[src/rtl/modmul_r4_pkg.sv]
package modmul_r4_pkg;

  // Number of overflow residues supplied by the caller (weights 1..KTAB_N).
  localparam int unsigned KTAB_N = 6;
  // Width of an overflow-weight index (0..KTAB_N).
  localparam int unsigned KIDX_W = $clog2(KTAB_N + 1);

  typedef enum logic [1:0] {
    ST_IDLE,
    ST_RUN,
    ST_FOLD,
    ST_FIX
  } mm_state_e;

endpackage

[src/rtl/modmul_r4_csa.sv]
// Three-to-two carry-save compressor over WD bits.
module modmul_r4_csa #(
  parameter int unsigned WD = 8
) (
  input  logic [WD-1:0] x_i,
  input  logic [WD-1:0] y_i,
  input  logic [WD-1:0] z_i,
  output logic [WD-1:0] sum_o,
  output logic [WD-1:0] carry_o
);

  logic [WD-1:0] maj;

  assign sum_o   = x_i ^ y_i ^ z_i;
  assign maj     = (x_i & y_i) | (x_i & z_i) | (y_i & z_i);
  assign carry_o = {maj[WD-2:0], 1'b0};

endmodule

[src/rtl/modmul_r4_ksel.sv]
// Picks the residue for an overflow weight; weight 0 yields zero.
module modmul_r4_ksel
  import modmul_r4_pkg::*;
#(
  parameter int unsigned W = 32
) (
  input  logic [KIDX_W-1:0]   idx_i,
  input  logic [KTAB_N*W-1:0] tbl_i,
  output logic [W-1:0]        val_o
);

  always_comb begin
    val_o = '0;
    for (int j = 1; j <= KTAB_N; j++) begin
      if (idx_i == KIDX_W'(j)) val_o = tbl_i[(j-1)*W +: W];
    end
  end

endmodule

[src/rtl/modmul_r4_accum.sv]
// One radix-4 iteration of the partial product in carry-save form.
// Addends: ps, pc, pending residue pk, b0*S and the low W bits of b1*2S.
// Everything that lands at or above bit W (plus the dropped top bit of 2S)
// becomes an overflow weight (at most 5) and is replaced by its residue.
module modmul_r4_accum
  import modmul_r4_pkg::*;
#(
  parameter int unsigned W = 32
) (
  input  logic [W-1:0]        ps_i,
  input  logic [W-1:0]        pc_i,
  input  logic [W-1:0]        pk_i,
  input  logic [W-1:0]        sm_i,
  input  logic [1:0]          bits_i,
  input  logic [KTAB_N*W-1:0] tbl_i,
  output logic [W-1:0]        ps_o,
  output logic [W-1:0]        pc_o,
  output logic [W-1:0]        pk_o
);

  localparam int unsigned XW = W + 3;

  logic [XW-1:0] ps_x, pc_x, pk_x, a1_x, a2_x;
  logic [XW-1:0] s1, c1, s2, c2, s3, c3;
  logic [2:0]    wt;

  assign ps_x = XW'(ps_i);
  assign pc_x = XW'(pc_i);
  assign pk_x = XW'(pk_i);
  assign a1_x = bits_i[0] ? XW'(sm_i) : '0;
  assign a2_x = bits_i[1] ? XW'({sm_i[W-2:0], 1'b0}) : '0;

  modmul_r4_csa #(.WD(XW)) csa_a (.x_i(ps_x), .y_i(pc_x), .z_i(pk_x), .sum_o(s1), .carry_o(c1));
  modmul_r4_csa #(.WD(XW)) csa_b (.x_i(s1),   .y_i(c1),   .z_i(a1_x), .sum_o(s2), .carry_o(c2));
  modmul_r4_csa #(.WD(XW)) csa_c (.x_i(s2),   .y_i(c2),   .z_i(a2_x), .sum_o(s3), .carry_o(c3));

  assign wt = s3[XW-1:W] + c3[XW-1:W] + {2'b00, bits_i[1] & sm_i[W-1]};

  modmul_r4_ksel #(.W(W)) ksel_i (
    .idx_i (KIDX_W'(wt)),
    .tbl_i (tbl_i),
    .val_o (pk_o)
  );

  assign ps_o = s3[W-1:0];
  assign pc_o = c3[W-1:0];

endmodule

[src/rtl/modmul_r4_summand.sv]
// Summand update S <- 4S, kept below 2^W. The two bits shifted out select a
// residue; a carry out of that sum is folded once more with the weight-1
// residue. Given bit W-1 of N set, the second fold cannot overflow.
module modmul_r4_summand
  import modmul_r4_pkg::*;
#(
  parameter int unsigned W = 32
) (
  input  logic [W-1:0]        sm_i,
  input  logic [KTAB_N*W-1:0] tbl_i,
  output logic [W-1:0]        sm_o
);

  logic [W-1:0] k_hi;
  logic [W:0]   first;

  modmul_r4_ksel #(.W(W)) ksel_i (
    .idx_i (KIDX_W'(sm_i[W-1:W-2])),
    .tbl_i (tbl_i),
    .val_o (k_hi)
  );

  assign first = {1'b0, sm_i[W-3:0], 2'b00} + {1'b0, k_hi};
  assign sm_o  = first[W] ? (first[W-1:0] + tbl_i[W-1:0]) : first[W-1:0];

endmodule

[src/rtl/modmul_r4_resolve.sv]
// Final resolution. Fold stage: ps+pc+pk to binary, overflow weight (<=2)
// swapped for its residue. Fix stage: one more weight-1 fold if needed,
// then a single borrow-tested subtraction of N.
module modmul_r4_resolve
  import modmul_r4_pkg::*;
#(
  parameter int unsigned W = 32
) (
  input  logic [W-1:0]        ps_i,
  input  logic [W-1:0]        pc_i,
  input  logic [W-1:0]        pk_i,
  input  logic [W:0]          fold_i,
  input  logic [W-1:0]        mod_i,
  input  logic [KTAB_N*W-1:0] tbl_i,
  output logic [W:0]          fold_o,
  output logic [W-1:0]        res_o
);

  logic [W+1:0] whole;
  logic [W-1:0] k_hi;
  logic [W-1:0] near;
  logic [W:0]   diff;

  assign whole = (W+2)'(ps_i) + (W+2)'(pc_i) + (W+2)'(pk_i);

  modmul_r4_ksel #(.W(W)) ksel_i (
    .idx_i (KIDX_W'(whole[W+1:W])),
    .tbl_i (tbl_i),
    .val_o (k_hi)
  );

  assign fold_o = {1'b0, whole[W-1:0]} + {1'b0, k_hi};

  assign near  = fold_i[W] ? (fold_i[W-1:0] + tbl_i[W-1:0]) : fold_i[W-1:0];
  assign diff  = {1'b0, near} - {1'b0, mod_i};
  assign res_o = diff[W] ? near : diff[W-1:0];

endmodule

[src/rtl/modmul_r4.sv]
module modmul_r4
  import modmul_r4_pkg::*;
#(
  parameter int unsigned W = 32
) (
  input  logic                clk_i,
  input  logic                rst_ni,
  input  logic                start_i,
  output logic                ready_o,
  input  logic [W-1:0]        a_i,
  input  logic [W-1:0]        b_i,
  input  logic [W-1:0]        mod_i,
  input  logic [KTAB_N*W-1:0] ktab_i,
  output logic [W-1:0]        prod_o,
  output logic                done_o
);

  localparam int unsigned ITER = W / 2;
  localparam int unsigned CW   = $clog2(ITER + 1);

  mm_state_e     state_q;
  logic [W-1:0]  sm_q, mb_q, ps_q, pc_q, pk_q, prod_q;
  logic [CW-1:0] it_q;
  logic [W:0]    fold_q;
  logic          done_q;

  logic [W-1:0]  sm_nx, ps_nx, pc_nx, pk_nx, res_nx;
  logic [W:0]    fold_nx;

  modmul_r4_summand #(.W(W)) summand_i (
    .sm_i  (sm_q),
    .tbl_i (ktab_i),
    .sm_o  (sm_nx)
  );

  modmul_r4_accum #(.W(W)) accum_i (
    .ps_i   (ps_q),
    .pc_i   (pc_q),
    .pk_i   (pk_q),
    .sm_i   (sm_q),
    .bits_i (mb_q[1:0]),
    .tbl_i  (ktab_i),
    .ps_o   (ps_nx),
    .pc_o   (pc_nx),
    .pk_o   (pk_nx)
  );

  modmul_r4_resolve #(.W(W)) resolve_i (
    .ps_i   (ps_q),
    .pc_i   (pc_q),
    .pk_i   (pk_q),
    .fold_i (fold_q),
    .mod_i  (mod_i),
    .tbl_i  (ktab_i),
    .fold_o (fold_nx),
    .res_o  (res_nx)
  );

  always_ff @(posedge clk_i) begin
    if (!rst_ni) begin
      state_q <= ST_IDLE;
      sm_q    <= '0;
      mb_q    <= '0;
      ps_q    <= '0;
      pc_q    <= '0;
      pk_q    <= '0;
      it_q    <= '0;
      fold_q  <= '0;
      prod_q  <= '0;
      done_q  <= 1'b0;
    end else begin
      done_q <= 1'b0;
      case (state_q)
        ST_IDLE: begin
          if (start_i) begin
            sm_q    <= a_i;
            mb_q    <= b_i;
            ps_q    <= '0;
            pc_q    <= '0;
            pk_q    <= '0;
            it_q    <= '0;
            state_q <= ST_RUN;
          end
        end
        ST_RUN: begin
          sm_q <= sm_nx;
          mb_q <= mb_q >> 2;
          ps_q <= ps_nx;
          pc_q <= pc_nx;
          pk_q <= pk_nx;
          it_q <= it_q + CW'(1);
          if (it_q == CW'(ITER - 1)) state_q <= ST_FOLD;
        end
        ST_FOLD: begin
          fold_q  <= fold_nx;
          state_q <= ST_FIX;
        end
        ST_FIX: begin
          prod_q  <= res_nx;
          done_q  <= 1'b1;
          state_q <= ST_IDLE;
        end
        default: state_q <= ST_IDLE;
      endcase
    end
  end

  assign ready_o = (state_q == ST_IDLE);
  assign prod_o  = prod_q;
  assign done_o  = done_q;

endmodule

[config.mk]
export PLATFORM = sky130hd
export DESIGN_NAME = modmul_r4
export DESIGN_NICKNAME = d
export VERILOG_FILES = /design/src/rtl/modmul_r4_pkg.sv /design/src/rtl/modmul_r4_csa.sv /design/src/rtl/modmul_r4_ksel.sv /design/src/rtl/modmul_r4_accum.sv /design/src/rtl/modmul_r4_summand.sv /design/src/rtl/modmul_r4_resolve.sv /design/src/rtl/modmul_r4.sv
export SDC_FILE = /design/constraint.sdc
export NUM_CORES = 1
export LEC_CHECK = 0
export ABC_AREA = 1
export BUFFER_PORTS_ARGS = -buffer_cell sky130_fd_sc_hd__buf_2
export CORE_UTILIZATION = 50
export DETAILED_ROUTE_END_ITERATION = 12
export MAX_ROUTING_LAYER = met4
export PLACE_DENSITY = 0.69
export SLEW_MARGIN = 20
export SYNTH_ARGS = -nofsm -noshare
export SYNTH_HDL_FRONTEND = slang
export SYNTH_HIERARCHICAL = 1
export SYNTH_SLANG_ARGS = --single-unit
[constraint.sdc]
create_clock -name clk_i -period 14.2 [get_ports clk_i]
set_input_delay 0.71 -clock clk_i [delete_from_list [all_inputs] [get_ports clk_i]]
set_output_delay 0.71 -clock clk_i [all_outputs]
set_load 0.1 [all_outputs]
==> results.md, run 1 <==
* Worst hold endpoint: mb_q[31]
* Clock tree buffer depth at 3
* Asr flop ratio synth at 0%
* Core Region at 60800 um^2
* Failing checks: slew limit
* Worst Slack Setup Final at approximately 7.5 ns
* #FFs+latches synth at between 200 and 250
* Routed wire length at 142000 um
* Hold path depth at 3
* # Max-Cap Violations at 0
* Power, Total at roughly 8000 uW
* I/O Buffers at about 320
* Library cells used by synthesis at 55
* IO Count at 325
* Worst reg2reg path startpoint: ps_q[1]
* Number of flops mapped to enable cells by yosys at 0
* Final Instance Count excl. Fillers at 6092
* Gr ovfl total at 0
* Effective utilization at floorplan at 51.0%
* TritonCTS Sinks at about 230
* DIE AREA at between 60000 and 70000 um^2
* DR vias/cell at 5.99
* Critical Path Most Common Cell: nand2_1
* Setup bufs post-CTS at 0
* Most frequent cells after synthesis: 1505 x nand2_1, 592 x nor2_1, 499 x nand3_1
* Worst-path clk slew at ~0.07 ns
* Mean post-synth cell area at between 6 and 7 um^2
* Worst-margin pin slew at 2.15 ns
* Synth area leader: nand2_1
* Worst Path Arrival at 7.18 ns
* Peak VDD IR at 319 uV
* CP max stage cell: nor2_8
* Crit Reg-Reg Endpoint: fold_q[27]
* Setup Viol. Count Final at 0
* Worst slew margin at -43.8%
* Share of cells above drive strength 1 at a little over a tenth
* Synth area leaders: nand2_1 18%, dfxtp_1 15%, fa_1 9.2%, ha_1 8.2%, nand3_1 8.1%
* Tcrit/Tclk final at 47.0%
* Hold_sp: b_i[31]
* TNS Setup at 0 ns
* Final ANT Viol Nets at 0
* Hold Crit Class: input port to register
* CP Capture Type: register
* Fillers at between 6000 and 7000
* Startpoint type of the worst setup path: register
* R2r setup slk at 7.53 ns
* H-tree depth at 1
* Sequential-to-total area share from yosys stat at 15.0%
* Global Route Usage Sum at a little under half
* Post-Synthesis Cells at 5081
* Primary FF master, synth: dfxtp_1
* WP data required at 14.71 ns
* Post-DP HPWL at roughly 110000 um
* Largest net degree at the start of global routing at approximately 80
* R2r worst-path depth at 32
* Root Driver: clkbuf_16
* CP max FO at 32
* Final Net Count at ~5900
* RePlAce Congestion at roughly 1.1
* Synthesis Warnings at 6
* Synth-to-layout area growth at 8.53%
* Placed Cells at 6019
* CTS tree: done
* Unrepaired setup endpoints after global routing: no
* Top-count cell post-synth: nand2_1
* Pwr dens at 233 nW/um^2
* Yosys top cell area share at 18.2%
* Mapped Area at about 31000 um^2
* Max Clk Rate at 150 MHz
* # rows at 90
* Chip Width at 251 um
* CP max stage delay at 0.55 ns
* Final Skew at about 0.022 ns
* Place WS at between 7 and 8 ns
* Status: finished with violations
* Vias at 36467
* Initial antenna violation count at 13
* Post-CTS sizing at 0
* Drt drc at 0
* WL/cell at 23.4 um
* Number of global-route vias before repair at around 33000
* CTS Hold Bufs at 0
* Clk_lat worst skew at 0.63 ns
* Clock period minus worst slack at between 6 and 7 ns
* TritonCTS Buffers at 31
* Count of pins over their slew limit at about 130
* DRT iter0 DRCs at 4727
* Global-route wire length before repair at between 200000 and 250000 um
* Crit path kind: register to register
* Leakage at 0.0176 uW
* DIE HEIGHT at 251 um
* DR pass1 iterations at 9
* Fin. Hold Viols at 0
==> worst max-delay path by stage <==
stage	startpoint	endpoint
2_1_floorplan	ps_q[1]	fold_q[22]
3_3_place_gp	ps_q[1]	fold_q[22]
3_5_place_dp	ps_q[1]	fold_q[30]
4_1_cts	ps_q[1]	fold_q[22]
5_1_grt	ps_q[1]	fold_q[27]
6_report	ps_q[1]	fold_q[27]
==> state kept, by name, indices dropped and copies added, names as in the netlist <==
register	cells
pk_q	32
mb_q	32
done_o	1
it_q	5
fold_q	33
prod_o	32
sm_q	32
ps_q	32
state_q	2
pc_q	32
==> metal layers <==
layer / global-route usage [%] / wire length [um]
met1: 59.2 / 57200
met2: 63.8 / 56900
met3: 11.8 / 18500
met4: 25.8 / 9940
met5: - / 0
==> stage by stage <==
step	area [um^2]	utilization [%]	hold slack, ns
6_report	33700	55.4	0.363
5_1_grt	33700	55.4	0.382
2_1_floorplan	31100	-	0.457
4_1_cts	33600	55.3	0.354
3_5_place_dp	32600	53.6	0.476
3_3_place_gp	32600	53.6	0.472
==> report_power, final <==
group | switching, uW | internal (uW)
clock | 367 | 477
sequential | 296 | 832
combinational | 4070 | 1800
total | 4730 | 3110
==> cell usage in the layout (no fill, tap or decap), types with 93 or more instances in the layout <==
cell and n:
nand2_1 1504, nor2_1 592, nand3_1 499, inv_1 441, buf_2 323, a21oi_1 321
o21ai_0 265, dfxtp_1 233, ha_1 201, fa_1 142, nand4_1 93
==> critical path: cells and delay by family, from the launching register on <==
| kind | cells | cell delay (ns) |
|---|---|---|
| buf+inv | 5 | 0.52 |
| flops | 1 | 0.38 |
| compound gates | 5 | 1.91 |
| fa+ha+maj | 4 | 1.44 |
| simple gates | 18 | 2.25 |
==> area by class of cell <==
| class | count | area [um^2] | area share (%) |
|---|---|---|---|
| diodes | 17 | 42.5 | 0.126 |
| repair buffers | 350 | 1820 | 5.40 |
| multi-input cells | 4196 | 23400 | 69.5 |
| clock buffers | 41 | 893 | 2.65 |
| inverters | 458 | 1720 | 5.12 |
| well taps | 782 | 978 | 2.91 |
| clock inverters | 15 | 150 | 0.446 |
| flip-flops and latches | 233 | 4660 | 13.9 |
==> cell families after synthesis <==
family	Yosys count	synth area share, %
flip-flops	233	15.0
multiplexers	1	0.0323
XOR/XNOR	106	2.99
AND/OR/NAND/NOR	2954	41.1
other	6	0.0726
buffers and inverters	672	9.89
adder cells (fa/ha/maj)	345	17.4
AO/OA/AOI/OAI	764	13.5
Power figures use the tool's default switching activity.
==> run 2, diff against run 1 <==
==> constraint.sdc (replaced) <==
create_clock -name clk_i -period 6.51 [get_ports clk_i]
set_input_delay 0.3255 -clock clk_i [delete_from_list [all_inputs] [get_ports clk_i]]
set_output_delay 0.3255 -clock clk_i [all_outputs]
set_load 0.1 [all_outputs]
==> run 2 against run 1 <==
Net effect: the run still ends with slew limit left; cell count increased by 0.21%; hold slack got worse by 0.34 ns; via count decreased by 0.42%; non-clock buffer count increased by 14; core utilization increased by 0.30 points; clock skew increased by 0.0028 ns; fmax increased by 7.6%; worst setup slack got worse by 7.2 ns; flip-flop and latch count unchanged; register-to-register slack got worse by 7.2 ns; largest cell class unchanged; largest power group unchanged.
==> results.md, run 2 (synthesis gave the netlist of run 1 again) <==
* Final ANT Viol Nets at 0 (unchanged)
* Setup Viol. Count Final at 0 (unchanged)
* Vias at 36315 (-0.42%)
* DP Area at 32600 um^2 (+0.17%)
* WL/cell at 23.5 um (+0.27%)
* Gr ovfl total at 0 (unchanged)
* CP Capture Type: register
* WP data required at 7.01 ns (-7.70 ns)
* Routed wire length at 143000 um (+0.49%)
* Failing checks: slew limit
* TritonCTS Sinks at 233 (unchanged)
* Max FFs per register at 33 (unchanged)
* Max Clk Rate at 161 MHz (+7.6%)
* DR vias/cell at 5.95 (-0.63%)
* Busiest grt layer: met2
* Tcrit/Tclk final at 95.2% (+48 points)
* DIE AREA at 63000 um^2 (unchanged)
* Startpoint type of the worst setup path: register
* Worst-path clk slew at 0.06 ns (about the same)
* Post-DP HPWL at 113000 um (+0.93%)
* Post-CTS sizing at 0 (unchanged)
* DR pass1 iterations at 8 (-1)
* Most frequent cells in the layout: 1504 x nand2_1, 592 x nor2_1, 499 x nand3_1
* IO Count at 325 (unchanged)
* Largest net degree at the start of global routing at 97 (+20%)
* CP max stage delay at 0.47 ns (-0.08 ns)
* Pwr dens at 506 nW/um^2 (+120%)
* Worst Path Arrival at 6.70 ns (-0.48 ns)
* Clk_lat worst skew at 0.63 ns (about the same)
* CP max stage cell: fa_1
* TritonCTS Buffers at 31 (unchanged)
* Combinational power share at 74.6% (-0.2 points)
* Clock network fraction of total power at 11.0% (+0.2 points)
* Count of pins over their slew limit at 128 (unchanged)
* Fin. Hold Viols at 0 (unchanged)
* Hold Crit Class: input port to register
* H-tree depth at 1 (unchanged)
* DRT iter0 DRCs at 4862 (+2.9%)
* Global-route wire length before repair at 209000 um (-0.43%)
* Critical Path Most Common Cell: nor2_1
* Share of cells above drive strength 1 at 10.8% (+0.12 points)
* Global Route Usage Sum at 45.6% (about the same)
* Initial antenna violation count at 13 (unchanged)
* Net Sw Power at 10200 uW (+120%)
* CP max FO at 30 (-6.3%)
* Unrepaired setup endpoints after global routing: no
* Final non-filler cell area at 33900 um^2 (+0.55%)
* Chip Width at 251 um (unchanged)
* Switching fraction of total power at 59.7% (-0.60 points)
* # rows at 90 (unchanged)
* TNS Setup at 0 ns (unchanged)
* Biggest register: fold_q
* Final Net Count at 5921 (+0.25%)
* I/O Buffers at 324 (unchanged)
* Core Region at 60800 um^2 (unchanged)
* Reg power frac at 14.4% (about the same)
* Final Skew at 0.0248 ns (+0.00282 ns)
* DIE HEIGHT at 251 um (unchanged)
* Synth-to-layout area growth at 9.13%
* Global Route met1 Usage at 59.8% (+0.65 points)
* Effective utilization at floorplan at 51.0% (unchanged)
* Peak VDD IR at 548 uV (+72%)
* Worst-margin pin slew at 2.01 ns (-0.146 ns)
* Met3 GRT Util at 11.6% (-0.18 points)
* Worst slew margin at -34.0% (+9.8 points)
* Root Driver: clkbuf_16
* Drt drc at 0 (unchanged)
* Power, Total at 17100 uW (+120%)
* Clock period minus worst slack at 6.20 ns (-0.471 ns)
* RePlAce Congestion at 1.12 (-1.2%)
* GRT met2 Usage at 63.5% (-0.26 points)
* Clock tree buffer depth at 3 (unchanged)
* # Max-Cap Violations at 0 (unchanged)
* Most common cell after layout, fill and taps aside: nand2_1
* Crit path kind: register to register
* CTS tree: done
* Leakage at 0.0177 uW (+0.51%)
* Status: finished with violations
* Number of global-route vias before repair at 32776 (-1.8%)
* P_int at 6900 uW (+120%)
run 2: power by group through the flow:
stage	Combinational, uW	Clock [uW]	Sequential [uW]
6_report	12800	1890	2470
5_1_grt	13900	1950	2470
4_1_cts	12300	1900	2440
3_5_place_dp	12200	0	2460
3_3_place_gp	12200	0	2460
2_1_floorplan	9000	0	2350
run 2: cell type report:
type	count	area (um^2)
inverters	458	1720
fillers	6415	27000
clock inverters	16	221
well taps	782	978
clock buffers	40	870
flip-flops and latches	233	4660
multi-input cells	4197	23400
diodes	15	37.5
repair buffers	364	1950
run 2: through the flow:
stage	cells	setup slack (ns)	utilization (%)	hold slack (ns)
floorplan	5101	1.57	-	0.457
global placement	6025	0.517	53.7	0.470
detailed placement	6025	0.423	53.7	0.478
CTS	6086	0.367	55.6	0.000750
global route	6102	0.0138	55.7	0.0473
finish	6105	0.313	55.7	0.0191
run 2: timing repair:
item	in CTS	in global routing
hold endpoints to repair	5	0
endpoints found under the setup margin	0	9
hold buffers	5	0
setup buffers	0	3
run 2: metal layers:
layer / routed length [um] / up-vias
li1: - / 16937
met1: 57300 / 16559
met2: 57400 / 2404
met3: 19100 / 415
met4: 9440 / 0
met5: 0 / -
run 2: worst max-delay path, delay by kind of cell (launching register included):
kind	cells	cell delay, ns
and+or+nand+nor	11	1.44
adders and majority gates	4	1.55
xor gates and xnor gates	1	0.16
DFF	1	0.38
buffers and inverters	5	0.57
AOI/OAI and AO/OA	7	1.95
run 2: path summary, 6_finish.rpt:
| path | endpoint | from | cells past startpoint | slack [ns] |
|---|---|---|---|---|
| max reg2reg | fold_q[24] | ps_q[1] | 28 | 0.31 |
| max | fold_q[24] | ps_q[1] | 28 | 0.31 |
| min reg2reg | prod_o[14] | prod_o[14] | 2 | 0.49 |
| min | mb_q[27] | b_i[27] | 5 | 0.02 |
